### config.mk
export PLATFORM = sky130hd
export DESIGN_NAME = useq_ctrl
export DESIGN_NICKNAME = d
export VERILOG_FILES = /design/src/rtl/useq_pkg.sv /design/src/rtl/useq_store.sv /design/src/rtl/useq_next.sv /design/src/rtl/useq_ctrl.sv
export SDC_FILE = /design/constraint.sdc
export NUM_CORES = 1
export LEC_CHECK = 0
export BUFFER_PORTS_ARGS = -buffer_cell sky130_fd_sc_hd__buf_2
export CAP_MARGIN = 10
export CORE_AREA = 8 8 45 47
export DETAILED_ROUTE_END_ITERATION = 8
export DIE_AREA = 0 0 53 55
export PLACE_DENSITY = 0.79
export SLEW_MARGIN = 10
export SYNTH_ARGS = -nofsm -noshare
export SYNTH_HDL_FRONTEND = slang
export SYNTH_SLANG_ARGS = --single-unit
### constraint.sdc
create_clock -name clk -period 2.8 [get_ports clk]
set_input_delay 0.14 -clock clk [delete_from_list [all_inputs] [get_ports clk]]
set_output_delay 0.14 -clock clk [all_outputs]
set_load 0.005 [all_outputs]
### src/rtl/useq_pkg.sv
package useq_pkg;
    localparam int NSIG = 15;

    localparam int S_PC_DRV  = 0;
    localparam int S_MAR_LD  = 1;
    localparam int S_MEM_RD  = 2;
    localparam int S_SEL4    = 3;
    localparam int S_ADD     = 4;
    localparam int S_Z_LD    = 5;
    localparam int S_Z_DRV   = 6;
    localparam int S_PC_LD   = 7;
    localparam int S_Y_LD    = 8;
    localparam int S_WAITMEM = 9;
    localparam int S_MDR_DRV = 10;
    localparam int S_IR_LD   = 11;
    localparam int S_OFS_DRV = 12;
    localparam int S_SELY    = 13;
    localparam int S_DONE    = 14;

    typedef enum logic [1:0] {
        NX_INC  = 2'd0,
        NX_MAP  = 2'd1,
        NX_BRNZ = 2'd2,
        NX_END  = 2'd3
    } nx_mode_e;
endpackage

### src/rtl/useq_store.sv
module useq_store
    import useq_pkg::*;
#(
    parameter int AW        = 5,
    parameter int BRN_START = 25
) (
    input  logic [AW-1:0]   addr,
    output logic [NSIG-1:0] sig,
    output nx_mode_e        mode,
    output logic [AW-1:0]   tgt
);
    localparam logic [AW-1:0] A_BR0 = AW'(BRN_START);
    localparam logic [AW-1:0] A_BR1 = AW'(BRN_START + 1);
    localparam logic [AW-1:0] A_BR2 = AW'(BRN_START + 2);

    always_comb begin
        sig  = '0;
        mode = NX_END;
        tgt  = '0;
        if (addr == AW'(0)) begin
            sig[S_PC_DRV] = 1'b1;
            sig[S_MAR_LD] = 1'b1;
            sig[S_MEM_RD] = 1'b1;
            sig[S_SEL4]   = 1'b1;
            sig[S_ADD]    = 1'b1;
            sig[S_Z_LD]   = 1'b1;
            mode          = NX_INC;
        end else if (addr == AW'(1)) begin
            sig[S_Z_DRV]   = 1'b1;
            sig[S_PC_LD]   = 1'b1;
            sig[S_Y_LD]    = 1'b1;
            sig[S_WAITMEM] = 1'b1;
            mode           = NX_INC;
        end else if (addr == AW'(2)) begin
            sig[S_MDR_DRV] = 1'b1;
            sig[S_IR_LD]   = 1'b1;
            mode           = NX_INC;
        end else if (addr == AW'(3)) begin
            mode = NX_MAP;
        end else if (addr == A_BR0) begin
            mode = NX_BRNZ;
            tgt  = '0;
        end else if (addr == A_BR1) begin
            sig[S_OFS_DRV] = 1'b1;
            sig[S_SELY]    = 1'b1;
            sig[S_ADD]     = 1'b1;
            sig[S_Z_LD]    = 1'b1;
            mode           = NX_INC;
        end else if (addr == A_BR2) begin
            sig[S_Z_DRV] = 1'b1;
            sig[S_PC_LD] = 1'b1;
            sig[S_DONE]  = 1'b1;
            mode         = NX_END;
        end
    end
endmodule

### src/rtl/useq_next.sv
module useq_next
    import useq_pkg::*;
#(
    parameter int AW        = 5,
    parameter int OPW       = 4,
    parameter int OP_BRN    = 1,
    parameter int BRN_START = 25
) (
    input  logic [AW-1:0]  upc,
    input  nx_mode_e       mode,
    input  logic [AW-1:0]  tgt,
    input  logic           wait_mem,
    input  logic           mem_done,
    input  logic [OPW-1:0] opcode,
    input  logic           n_flag,
    output logic [AW-1:0]  nxt
);
    localparam logic [OPW-1:0] OPV = OPW'(OP_BRN);
    localparam logic [AW-1:0]  BRV = AW'(BRN_START);

    logic [AW-1:0] seq;
    logic [AW-1:0] start;

    assign seq   = upc + AW'(1);
    assign start = (opcode == OPV) ? BRV : '0;

    always_comb begin
        unique case (mode)
            NX_INC:  nxt = seq;
            NX_MAP:  nxt = start;
            NX_BRNZ: nxt = n_flag ? seq : tgt;
            default: nxt = '0;
        endcase
        if (wait_mem && !mem_done) nxt = upc;
    end
endmodule

### src/rtl/useq_ctrl.sv
module useq_ctrl
    import useq_pkg::*;
#(
    parameter int AW        = 5,
    parameter int OPW       = 4,
    parameter int OP_BRN    = 1,
    parameter int BRN_START = 25
) (
    input  logic            clk,
    input  logic            rst_n,
    input  logic [OPW-1:0]  opcode,
    input  logic            n_flag,
    input  logic            mem_done,
    output logic [AW-1:0]   upc,
    output logic [NSIG-1:0] ctrl_sig
);
    typedef struct packed {
        logic [AW-1:0] upc;
    } st_t;

    st_t           st_d, st_q;
    nx_mode_e      mode;
    logic [AW-1:0] tgt;
    logic [AW-1:0] nxt;

    useq_store #(.AW(AW), .BRN_START(BRN_START)) u_store (
        .addr (st_q.upc),
        .sig  (ctrl_sig),
        .mode (mode),
        .tgt  (tgt)
    );

    useq_next #(.AW(AW), .OPW(OPW), .OP_BRN(OP_BRN), .BRN_START(BRN_START)) u_next (
        .upc      (st_q.upc),
        .mode     (mode),
        .tgt      (tgt),
        .wait_mem (ctrl_sig[S_WAITMEM]),
        .mem_done (mem_done),
        .opcode   (opcode),
        .n_flag   (n_flag),
        .nxt      (nxt)
    );

    always_comb begin
        st_d     = st_q;
        st_d.upc = nxt;
    end

    always_ff @(posedge clk or negedge rst_n) begin
        if (!rst_n) st_q <= '0;
        else        st_q <= st_d;
    end

    assign upc = st_q.upc;
endmodule

# Word level (Yosys, flattened, before mapping)
# Cells that the tools add are included.
# W data, S select, Z words.
dict set report totals {
  register_bits 5
  output_inout_bits 20
  wordCells 43
}
dict set report classes {
  add_sub_neg 1
  n_eq_ne 9
  n_mux 28
  reduce_logical 4
}
# operator n
set ops {}
lappend ops {{$mux W2} 14}
lappend ops {{$mux W4} 4}
lappend ops {{$eq A5 B5 Y1 const B} 3}
lappend ops {{$mux W5} 3}
lappend ops {{$pmux W5 S3} 1}
lappend ops {{$eq A5 B2 Y1 const B} 2}
lappend ops {{$mux W3} 3}
lappend ops {{$mux W9} 1}
lappend ops {{$add A5 B1 Y5 const B} 1}
lappend ops {{$eq A5 B1 Y1 const B} 1}
lappend ops {{$logic_not A5 Y1} 1}
lappend ops {{$eq A4 B1 Y1 const B} 1}
lappend ops {{$eq A2 B1 Y1 const B} 1}
lappend ops {{$eq A2 B2 Y1 const B} 1}
lappend ops {{$logic_not A2 Y1} 1}
lappend ops {{$mux W1} 2}
lappend ops {{$logic_and A1 B1 Y1} 1}
lappend ops {{$logic_not A1 Y1} 1}

# Longest topological paths before layout
dict set report logic_depth {
  depth_word 9
  depth_mapped 8
}

# By module
# A second synthesis with hierarchy kept.
dict set report unflattened {
  cells_unflattened 75
  area_unflattened_um2 601.8
}
# module instances cells_each area_each_um2 seq_area_each_um2
set by_module_without_submodules {}
lappend by_module_without_submodules {useq_next 1 37 264.0 0.0}
lappend by_module_without_submodules {useq_store 1 33 212.7 0.0}
lappend by_module_without_submodules {useq_ctrl 1 5 125.1 125.1}

# Least setup slack after synthesis
# Ideal clock, no wire load.
dict set report synth_path {
  path_type {reg-to-output}
  startpoint {reg st_q, in the netlist upc[1]}
  endpoint {out ctrl_sig[7]}
  arrival_time_ns 1.601
  t_required_ns 2.660
  setup_slack_ns 1.059
  path_stages_with_launch 9
  cell_sequence {dfrtp_1 -> inv_1 -> ha_1 -> buf_2 -> nor4b_1 -> and3_1 -> a21oi_1 -> nor2_1 -> buf_4}
}
dict set report synth_between {
  elab_chain_cells 8
}
# item line
set synth_lines {}
lappend synth_lines {{start: declaration} useq_ctrl.sv:21} ;# st_t st_d, st_q;
lappend synth_lines {{start signal: assignment} useq_ctrl.sv:51} ;# else st_q <= st_d;
lappend synth_lines {{$eq A5 B5 Y1} useq_store.sv:49} ;# end else if (addr == A_BR2) begin
lappend synth_lines {{$mux W2} useq_store.sv:49}
lappend synth_lines {{$mux W2} useq_store.sv:43} ;# end else if (addr == A_BR1) begin
lappend synth_lines {{$mux W4} useq_store.sv:40} ;# end else if (addr == A_BR0) begin
lappend synth_lines {{$mux W4} useq_store.sv:38} ;# end else if (addr == AW'(3)) begin
lappend synth_lines {{$mux W4} useq_store.sv:34} ;# end else if (addr == AW'(2)) begin
lappend synth_lines {{$mux W2} useq_store.sv:28} ;# end else if (addr == AW'(1)) begin
lappend synth_lines {{$mux W9 *} useq_store.sv:20} ;# if (addr == AW'(0)) begin
lappend synth_lines {{end: declaration} useq_ctrl.sv:15} ;# output logic [NSIG-1:0] ctrl_sig
# Every way passes the cells marked *; elsewhere a longest branch is shown, timed or not.

# Worst setup path in the final report
dict set report layout_path {
  startpoint {reg st_q, in the netlist upc[1]}
  endpoint {out ctrl_sig[6]}
}
# Same word-level chain as after synthesis.

==> impl_metrics.toml <==
[outcome]
outcome = "completed"

[placed_design]
place.gp.congestion = 0.891
port_buffers = 27
place_area_um2 = 619
hpwl_mm = 1.12

[yosys]
synthArstFlopShare_pct = 100
syn_area_um2 = 553
yosysUniqueCellTypes = 31
ys_ff_latch = 5
syn-instance-count = 68
synthFlopType = "dfrtp_1"
synth_edf_count = 0
seq_area_frac_synth_pct = 22.6
yosys_warnings = 0
syn-num-nets = 80
syn_area_per_cell_um2 = 8.13

[clocking]
cts_sinks = 5
clk_pin_slew_ns = 0.04
cts_setup_buffers = 0
cts_buffers = 3
clk_root_buffer_cell = "clkbuf_4"
clk_latency_ns = 0.23
cts.htree.levels = 1
cts_buffer_depth = 2
tritoncts = "done"

[die]
dieArea_um2 = 2920
start_util_pct = 40.0
core_area_um2 = 1380
die_h_um = 55
die_x_um = 53
ios = 28
rows = 14

[power]
p_leak_nw = 0.362
p_per_area_nw_per_um2 = 1220
ir_drop_mv = 0.559

[timing]
fmax_ghz = 0.500
rsz0062_at_grt = "false"
slew_headroom_pct = 71.6
final_max_slew_viol_count = 0
fin_crit_sh_pct = 71.4
fin_crit_ns = 2.00
tns_ns = 0
setup_viol = 0
skew_ns = 0.000205
tightest_slew_ns = 0.422
hold_violations = 0

[worst_setup_path]
worst-setup-path-type = "reg -> out"
rrSetupSlack_ns = 0.95
crit_arrival_ns = 1.86
crit_end = "ctrl_sig[6]"
crit_path_max_fanout = 13
slowest_delay_ns = 0.38
crit_slowest_cell = "dfrtp_1"
startpoint_type = "flip-flop"
crit_required_ns = 2.66
timing.rr.start = "upc[0]"
reg2regPathDepth = 6
r2r_end = "upc[0]"
endpoint_kind = "output port"
cp_cell_sequence = "inv_1, ha_1, nor4b_1, and3_1, a21oi_1, nor2_1, buf_2"
critPathLaunch = "upc[1]"

[finish]
syn_to_final_growth_pct = 18.6
mostFrequentLayoutCell = "buf_2"
largest_reg_flops = 5
layout_common_cells = "27 x buf_2, 7 x nor2_1, 5 x dfrtp_1"
drive_gt1_share_pct = 36.4
n_antenna_cell = 0
final_core_util_pct = 47.4
nNetsFinal = 101
final_cell_area_um2 = 656

[drt]
top_layer = "met3"
finalWirelength_mm = 1.33
dr.pass1.iters = 4
wl_met1_um = 547
vias_per_cell = 5.32
wl_met2_um = 618
drcViolationCount = 0
wl_per_cell_um = 12.8
vias = 553
drt_iter0_drc = 15
met3_length_um = 165
ant_nets = 0

[grt]
antenna_found_initial = 0
grt_max_degree = 14
grt_overflow_total = 0
grtUsageTotal_pct = 8.72
grt_pass1_vias = 487
grt_pass1_wl_mm = 1.95

[flow_run]
cap_violations = 0

[hold_path]
hp-class = "in -> async"
worst min-delay path by stage:
stage          startpoint  endpoint  slack (ns)  depth (start not counted)
2_1_floorplan       rst_n    upc[0]       -0.16                          0
3_3_place_gp        rst_n    upc[3]       -0.04                          1
3_5_place_dp        rst_n    upc[0]       -0.04                          1
4_1_cts             rst_n    upc[2]        0.23                          2
5_1_grt             rst_n    upc[0]        0.24                          2
6_report            rst_n    upc[2]        0.24                          2
report_power, final:
group          switching (mW)  leakage [nW]  total [mW]  internal [mW]
clock                  0.0253        0.0150      0.0789         0.0536
sequential             0.0507        0.0669       0.151          0.100
combinational           0.310         0.280       0.573          0.263
per-stage QoR:
stage | worst slack (ns) | total power [mW] | std cells | hold WS (ns)
detailed placement | 0.977 | 0.726 | 99 | -0.0430
CTS | 0.811 | 0.812 | 104 | 0.233
finish | 0.799 | 0.802 | 104 | 0.244
global route | 0.657 | 0.883 | 104 | 0.238
global placement | 1.09 | 0.715 | 99 | -0.0425
floorplan | 1.06 | 0.628 | 68 | -0.156
synth_stat cells, types with 3 or more instances:
| cell type | count | area, µm² |
|---|---|---|
| buf_4 | 9 | 67.6 |
| nor2_1 | 7 | 26.3 |
| dfrtp_1 | 5 | 125 |
| ha_1 | 4 | 50.1 |
| inv_1 | 4 | 15.0 |
| o211ai_1 | 4 | 30.0 |
| and2_1 | 3 | 18.8 |
| nand2_1 | 3 | 11.3 |
worst max-delay path, delay by kind of cell, from the launching register on:
family                   cells  cell delay, ns
AND/OR/NAND/NOR              3            0.68
adder cells (fa/ha/maj)      1            0.31
buffers and inverters        2            0.21
AO/OA/AOI/OAI                1            0.04
flip-flops                   1            0.38
routing by layer:
metal	up-vias	track usage, %
li1	277	-
met1	252	9.66
met2	24	14.3
met3	0	2.14
met4	0	6.47
met5	-	0
kinds of logic (layout without fill, tap and decap cells):
| group | after synthesis | count (layout) | share of synthesized area (%) |
|---|---|---|---|
| buf+inv | 16 | 36 | 18.8 |
| flops | 5 | 5 | 22.6 |
| simple gates | 26 | 26 | 26.9 |
| compound gates | 17 | 17 | 22.6 |
| fa+ha+maj | 4 | 4 | 9.05 |
cell type report:
| class | instances | area [µm²] |
|---|---|---|
| Fill cell | 141 | 728 |
| Multi-Input combinational cell | 47 | 324 |
| Timing Repair Buffer | 28 | 145 |
| Sequential cell | 5 | 125 |
| Clock buffer | 4 | 26.3 |
| Tap cell | 16 | 20.0 |
| Inverter | 4 | 15.0 |
repair_timing:
action | CTS | global route
hold buffers | 1 | 0
endpoints found under the hold margin | 5 | 0
resized for setup | 0 | 0
Note: power is estimated with default switching activity, not from simulation.
